[config.mk]
export PLATFORM = sky130hd
export DESIGN_NAME = gpint_unit
export DESIGN_NICKNAME = d
export VERILOG_FILES = /design/src/rtl/gpint_pkg.sv /design/src/rtl/gpint_regs.sv /design/src/rtl/gpint_detect.sv /design/src/rtl/gpint_status.sv /design/src/rtl/gpint_unit.sv
export SDC_FILE = /design/constraint.sdc
export NUM_CORES = 1
export LEC_CHECK = 0
export BUFFER_PORTS_ARGS = -buffer_cell sky130_fd_sc_hd__buf_2
export CAP_MARGIN = 20
export CORE_ASPECT_RATIO = 0.5
export CORE_UTILIZATION = 38
export CTS_BUF_LIST = sky130_fd_sc_hd__clkbuf_4 sky130_fd_sc_hd__clkbuf_8 sky130_fd_sc_hd__clkbuf_16
export DETAILED_ROUTE_END_ITERATION = 16
export SLEW_MARGIN = 20
export SYNTH_ARGS = -nofsm -noshare
export SYNTH_HDL_FRONTEND = slang
export SYNTH_SLANG_ARGS = --single-unit
[constraint.sdc]
create_clock -name clk -period 4.8 [get_ports clk]
set_clock_uncertainty 0.15 [all_clocks]
set_input_delay 0.24 -clock clk [delete_from_list [all_inputs] [get_ports clk]]
set_output_delay 0.24 -clock clk [all_outputs]
set_load 0.01 [all_outputs]
[src/rtl/gpint_pkg.sv]
package gpint_pkg;
    localparam logic [11:0] OFS_SENSE = 12'h404;
    localparam logic [11:0] OFS_BOTH  = 12'h408;
    localparam logic [11:0] OFS_POL   = 12'h40C;
    localparam logic [11:0] OFS_MASK  = 12'h410;
    localparam logic [11:0] OFS_RAW   = 12'h414;
    localparam logic [11:0] OFS_MSKD  = 12'h418;
    localparam logic [11:0] OFS_CLR   = 12'h41C;

    typedef enum logic {
        IRQ_IDLE   = 1'b0,
        IRQ_ACTIVE = 1'b1
    } irq_state_e;
endpackage

[src/rtl/gpint_regs.sv]
module gpint_regs
    import gpint_pkg::*;
#(
    parameter int N      = 8,
    parameter int ADDR_W = 12
) (
    input  logic              clk,
    input  logic              rst_n,
    input  logic              wr_en,
    input  logic [ADDR_W-1:0] addr,
    input  logic [N-1:0]      wdata,
    output logic [N-1:0]      sense_q,
    output logic [N-1:0]      both_q,
    output logic [N-1:0]      pol_q,
    output logic [N-1:0]      mask_q
);
    always_ff @(posedge clk) begin
        if (!rst_n) begin
            sense_q <= '0;
            both_q  <= '0;
            pol_q   <= '0;
            mask_q  <= '0;
        end else if (wr_en) begin
            if (addr == ADDR_W'(OFS_SENSE)) sense_q <= wdata;
            if (addr == ADDR_W'(OFS_BOTH))  both_q  <= wdata;
            if (addr == ADDR_W'(OFS_POL))   pol_q   <= wdata;
            if (addr == ADDR_W'(OFS_MASK))  mask_q  <= wdata;
        end
    end
endmodule

[src/rtl/gpint_detect.sv]
module gpint_detect #(
    parameter int N = 8
) (
    input  logic         upd_en,
    input  logic [N-1:0] pin_now,
    input  logic [N-1:0] pin_prev,
    input  logic [N-1:0] pin_dir,
    input  logic [N-1:0] sense_q,
    input  logic [N-1:0] both_q,
    input  logic [N-1:0] pol_q,
    output logic [N-1:0] set_vec
);
    for (genvar i = 0; i < N; i++) begin : g_line
        logic match;
        logic moved;
        assign match = (pin_now[i] == pol_q[i]);
        assign moved = (pin_now[i] ^ pin_prev[i]) & ~pin_dir[i];
        always_comb begin
            if (!upd_en)         set_vec[i] = 1'b0;
            else if (sense_q[i]) set_vec[i] = match;
            else                 set_vec[i] = moved & (both_q[i] | match);
        end
    end
endmodule

[src/rtl/gpint_status.sv]
module gpint_status #(
    parameter int N = 8
) (
    input  logic         clk,
    input  logic         rst_n,
    input  logic [N-1:0] set_vec,
    input  logic [N-1:0] clr_vec,
    output logic [N-1:0] raw_q
);
    always_ff @(posedge clk) begin
        if (!rst_n) raw_q <= '0;
        else        raw_q <= (raw_q & ~clr_vec) | set_vec;
    end
endmodule

[src/rtl/gpint_unit.sv]
module gpint_unit
    import gpint_pkg::*;
#(
    parameter int N      = 8,
    parameter int ADDR_W = 12
) (
    input  logic              clk,
    input  logic              rst_n,
    input  logic              upd_en,
    input  logic [N-1:0]      pin_now,
    input  logic [N-1:0]      pin_prev,
    input  logic [N-1:0]      pin_dir,
    input  logic              wr_en,
    input  logic [ADDR_W-1:0] addr,
    input  logic [N-1:0]      wdata,
    output logic [N-1:0]      rdata,
    output logic              irq
);
    logic [N-1:0] sense_q, both_q, pol_q, mask_q, raw_q;
    logic [N-1:0] set_vec, clr_vec;
    logic         pend;
    irq_state_e   state_q, state_d;

    gpint_regs #(.N(N), .ADDR_W(ADDR_W)) u_regs (
        .clk(clk), .rst_n(rst_n), .wr_en(wr_en), .addr(addr), .wdata(wdata),
        .sense_q(sense_q), .both_q(both_q), .pol_q(pol_q), .mask_q(mask_q)
    );

    gpint_detect #(.N(N)) u_det (
        .upd_en(upd_en), .pin_now(pin_now), .pin_prev(pin_prev),
        .pin_dir(pin_dir), .sense_q(sense_q), .both_q(both_q),
        .pol_q(pol_q), .set_vec(set_vec)
    );

    assign clr_vec = (wr_en && addr == ADDR_W'(OFS_CLR)) ? wdata : '0;

    gpint_status #(.N(N)) u_stat (
        .clk(clk), .rst_n(rst_n), .set_vec(set_vec), .clr_vec(clr_vec),
        .raw_q(raw_q)
    );

    always_comb begin
        if      (addr == ADDR_W'(OFS_SENSE)) rdata = sense_q;
        else if (addr == ADDR_W'(OFS_BOTH))  rdata = both_q;
        else if (addr == ADDR_W'(OFS_POL))   rdata = pol_q;
        else if (addr == ADDR_W'(OFS_MASK))  rdata = mask_q;
        else if (addr == ADDR_W'(OFS_RAW))   rdata = raw_q;
        else if (addr == ADDR_W'(OFS_MSKD))  rdata = raw_q & mask_q;
        else                                 rdata = '0;
    end

    assign pend = |(raw_q & mask_q);

    always_comb begin
        state_d = state_q;
        unique case (state_q)
            IRQ_IDLE:   if (pend)  state_d = IRQ_ACTIVE;
            IRQ_ACTIVE: if (!pend) state_d = IRQ_IDLE;
            default:    state_d = IRQ_IDLE;
        endcase
    end

    always_ff @(posedge clk) begin
        if (!rst_n) state_q <= IRQ_IDLE;
        else        state_q <= state_d;
    end

    assign irq = (state_q == IRQ_ACTIVE);
endmodule

Word level (Yosys, flattened, before mapping)
Cells that the tools add are included.

cells by class
  bitwise gates (word level) = 44
  reduce and logical (&&, ||, !) cells = 6
  mux-type cells = 24
  equality and inequality tests = 15

operators with widths
  operator                                          count
  == test 12 x 11 -> 1 bit (second input constant)  7
  2-to-1 mux 8 bit                                  7
  2-to-1 mux 1 bit                                  17
  bitwise AND 1 bit                                 16
  bitwise AND 8 bit                                 2
  == test 1 bit                                     8
  NOT 1 bit                                         8
  NOT 8 bit                                         1
  OR 1 bit                                          8
  OR 8 bit                                          1
  AND reduction 2 bit                               4
  OR reduction 8 bit                                1
  XOR 1 bit                                         8
  logical AND 1 bit                                 1

storage, ports and cells
  output and inout port bits = 9
  register bits = 41
  input port bits = 48

Depth between registers and ports, before layout
  word-level depth = 7
  depth in mapped cells = 6

Modules after synthesis
From an unflattened synthesis, not the netlist that was laid out.

unflattened totals
  cell total of the unflattened synthesis = 268
  area total of the unflattened synthesis = 2478.6 µm²

modules (own cells, without submodules)
  module        times used  area each (µm²)  cells each
  gpint_regs    1           1243.7           119
  gpint_unit    1           583.1            83
  gpint_status  1           337.8            25
  gpint_detect  1           314.1            41

Worst setup path after synthesis
OpenSTA, ideal clock, no wires.

  path kind = input port to flip-flop
  from = input port addr[6]
  to = register u_regs.both_q[0]
  arrival = 1771 ps
  cell stages on the path = 6
  path slack = 2751 ps
  cells stage by stage = or4_4 buf_6 or4_1 buf_2 mux2i_1 nor2_1

on the way
  word-level cells in the longest chain between the ends = 2

RTL lines
  what                           line              RTL
  start, declared                gpint_unit.sv:14  input logic [ADDR_W-1:0] addr,
  == test 12 x 11 -> 1 bit       gpint_regs.sv:25  if (addr == ADDR_W'(OFS_BOTH)) both_q <= wdata;
  AND reduction 2 bit (no line)  --
  end signal, assigned           gpint_regs.sv:25
  end, declared                  gpint_regs.sv:13  output logic [N-1:0] both_q,

No other way between the ends.
A chain may end at the register's enable or synchronous reset.

Worst setup path after layout
  from = input port addr[11]
  to = output port rdata[5]

on the way
  word-level cells in the longest chain between the ends = 7
  elaborated cells between the ends (all ways) = 12
  those cells by class = eq/ne: 6; mux: 6

RTL lines
  what                      line              RTL
  == test 12 x 11 -> 1 bit  gpint_unit.sv:48  else if (addr == ADDR_W'(OFS_MSKD)) rdata = raw_q & mask_q;
  2-to-1 mux 8 bit          gpint_unit.sv:48
  2-to-1 mux 8 bit          gpint_unit.sv:47  else if (addr == ADDR_W'(OFS_RAW)) rdata = raw_q;
  2-to-1 mux 8 bit          gpint_unit.sv:46  else if (addr == ADDR_W'(OFS_MASK)) rdata = mask_q;
  2-to-1 mux 8 bit          gpint_unit.sv:45  else if (addr == ADDR_W'(OFS_POL)) rdata = pol_q;
  2-to-1 mux 8 bit          gpint_unit.sv:44  else if (addr == ADDR_W'(OFS_BOTH)) rdata = both_q;
  2-to-1 mux 8 bit (*)      gpint_unit.sv:43  if (addr == ADDR_W'(OFS_SENSE)) rdata = sense_q;
  end, declared             gpint_unit.sv:16  output logic [N-1:0] rdata,

Every way passes the cells marked *; elsewhere a longest branch is shown, timed or not.

==> results.toml <==
[hold_path]
hold_path.class = "in2reg"

[global_routing]
first_global_vias = 2038
grt_max_degree = 34
grt_use_total_pct = 20.77
grt_pass1_wl_um = 10390
antenna_found_initial = 0
overflow = 0

[pwr]
pwr-share-clk_pct = 43.1
p_switching_mw = 0.1783
irDropWorstVdd_v = 0.0001474
p_int_mw = 0.5757
cellLeakagePower_nw = 1.261
switching_share_pct = 23.65
comb_power_share_pct = 11.0
powerDensity_mw_per_mm2 = 260.9
power_frac_seq_pct = 46.0

[synth]
synth-edff-count = 0
synth-seq-cells = 41
synthArstFlopShare_pct = 0
synth.area.top_cells = "dfxtp_1 34%, mux2i_1 13%, a22oi_1 6.3%, nor2_1 6.3%, nand2b_1 4.2%"
post-synth-top-area-cell = "dfxtp_1"
synth.avg_cell_area_sq_um = 8.884
synthesis.area_sq_mm = 0.002399
syn_inst = 270
yosysWarningCount = 0
ys_types = 29
yosysSeqAreaShare_pct = 34.22
synthFlopType = "dfxtp_1"
synth_top_area_share_pct = 34.22
synthMostInstantiatedCell = "dfxtp_1"
syn_nets = 318
synth_commonest_cells = "41 x dfxtp_1, 40 x nor2_1, 32 x mux2i_1, 20 x a22oi_1, 17 x nand2_1"

[detailed_routing]
wl_per_cell_um = 16.30
via_per_inst = 5.466
detailedRoute.firstPassIterationCount = 4
drtIter0Drc = 137
antenna_left = 0
wl_um = 6619
vias = 2219
route.detailed.drc = 0

[floorplanning]
ios = 57
floorplan.initialDensity_pct = 39.44
row_count = 20
core_sq_mm = 0.006081
dieWidth_um = 114.4
die_area_sq_mm = 0.006653
dieHeight_um = 58.18

[clocking]
htree_levels = 2
cts_resized = 0
ctsHoldBuffers = 0
cts_tree = "yes"
post_cts_buffers = 0
insertion_delay_ns = 0.28
cts_made_buffers = 5
cts_root_buf = "clkbuf_16"
path_clk_slew_ns = 0.06
cts_sinks = 41
cts_buffer_depth = 2

[layout]
antenna_cells = 0
drive_above_1_share_pct = 22.33
num-fill-cells = 625
finalNetCount = 365
post-route-util_pct = 47.53
syn_to_final_growth_pct = 20.50

[place]
port_buffers = 56
hpwl_um = 4458
gp_congestion = 0.7411

[sta]
rsz0062_at_grt = "no"
fin_crit_sh_pct = 52.98
hold_slack_ns = 0.1180
period_minus_slack_ns = 2.543
maxSlewViolCount = 0
setup_viol = 0
setup_tns_ns = 0
max-slew-margin-rel_pct = 39.65
hold_viol = 0
clock.fmax_mhz = 393.2
tightest_slew_ns = 0.8985

[critical_path]
worstPathMaxFanout = 8
endpoint_kind = "primary output"
cp-start-kind = "input pin"
cp.arrival_ns = 2.15
critPathKind = "in2out"
crit_required_ns = 4.41

[run_status]
status = "finished, final reports clean"

[flow_run]
max-cap-violations = 0
## registers in the layout (all words and copies together) (netlist names)
| register | flops |
|---|---|
| u_stat.raw_q | 8 |
| u_regs.pol_q | 8 |
| u_regs.mask_q | 8 |
| u_regs.both_q | 8 |
| irq | 1 |
| u_regs.sense_q | 8 |
## per-layer routing
| layer | vias up | routed length [um] | GRT usage [%] |
|---|---|---|---|
| met2 | 68 | 2976 | 32.73 |
| li1 | 1082 | - | - |
| met3 | 4 | 450 | 4.079 |
| met4 | 0 | 35 | 6.122 |
| met1 | 1065 | 3156 | 29.00 |
| met5 | - | 0 | 0 |
## worst paths after layout
path	slack (ns)	to	depth (start not counted)	start
setup / recovery	2.26	rdata[5]	6	addr[11]
hold / removal	0.12	u_regs.mask_q[6]$_SDFFE_PN0P_	3	wdata[6]
hold reg to reg	0.39	u_regs.mask_q[7]$_SDFFE_PN0P_	2	u_regs.mask_q[7]$_SDFFE_PN0P_
setup reg to reg	3.67	u_stat.raw_q[7]$_SDFF_PN0_	3	u_regs.pol_q[7]$_SDFFE_PN0P_
## cell families after synthesis
kind of cell / share of synthesized area, %
compound gates: 19.04
xor+xnor: 5.843
buf+inv: 3.651
flops: 34.22
mux: 13.35
simple gates: 23.89
## layout by cell type, fill, tap and decap left out, types with 9 or more instances in the layout
cell type / netlist / final
buf_2: 4 / 56
dfxtp_1: 41 / 41
nor2_1: 40 / 40
mux2i_1: 32 / 32
a22oi_1: 20 / 20
nand2_1: 17 / 17
nand2b_1: 16 / 16
nand4b_1: 9 / 9
o21bai_1: 9 / 9
## power groups by stage
stage / sequential, mW / combinational (mW) / clock [mW]
finish: 0.347 / 0.0829 / 0.325
global route: 0.347 / 0.0901 / 0.349
CTS: 0.346 / 0.0799 / 0.333
detailed placement: 0.354 / 0.0795 / 0
global placement: 0.354 / 0.0783 / 0
floorplan: 0.353 / 0.0426 / 0
## worst max-delay path, cell delays in order
cell	delay [ns]
buf_2	0.09
or4b_1	0.72
nor4_4	0.61
a22oi_1	0.14
o21a_1	0.22
buf_2	0.14
## layout make-up
class	count	area [sq um]	share of cell area [%]
multi-input combinational	209	1490	51.56
sequential	41	820.8	28.40
timing repair buffer	59	322.8	11.17
clock buffer	6	132.6	4.589
tap	88	110.1	3.810
clock inverter	2	10.01	0.3463
inverter	1	3.754	0.1299
## through the flow
stage	power [mW]	setup WS [ns]	instance area, sq um	std cells
floorplan	0.3953	2.751	2399	270
global placement	0.4321	2.276	2720	397
detailed placement	0.4336	2.260	2720	397
CTS	0.7598	2.264	2863	405
global route	0.7860	2.128	2890	406
finish	0.7541	2.257	2890	406
No activity file was read; power rests on OpenSTA's default activity.
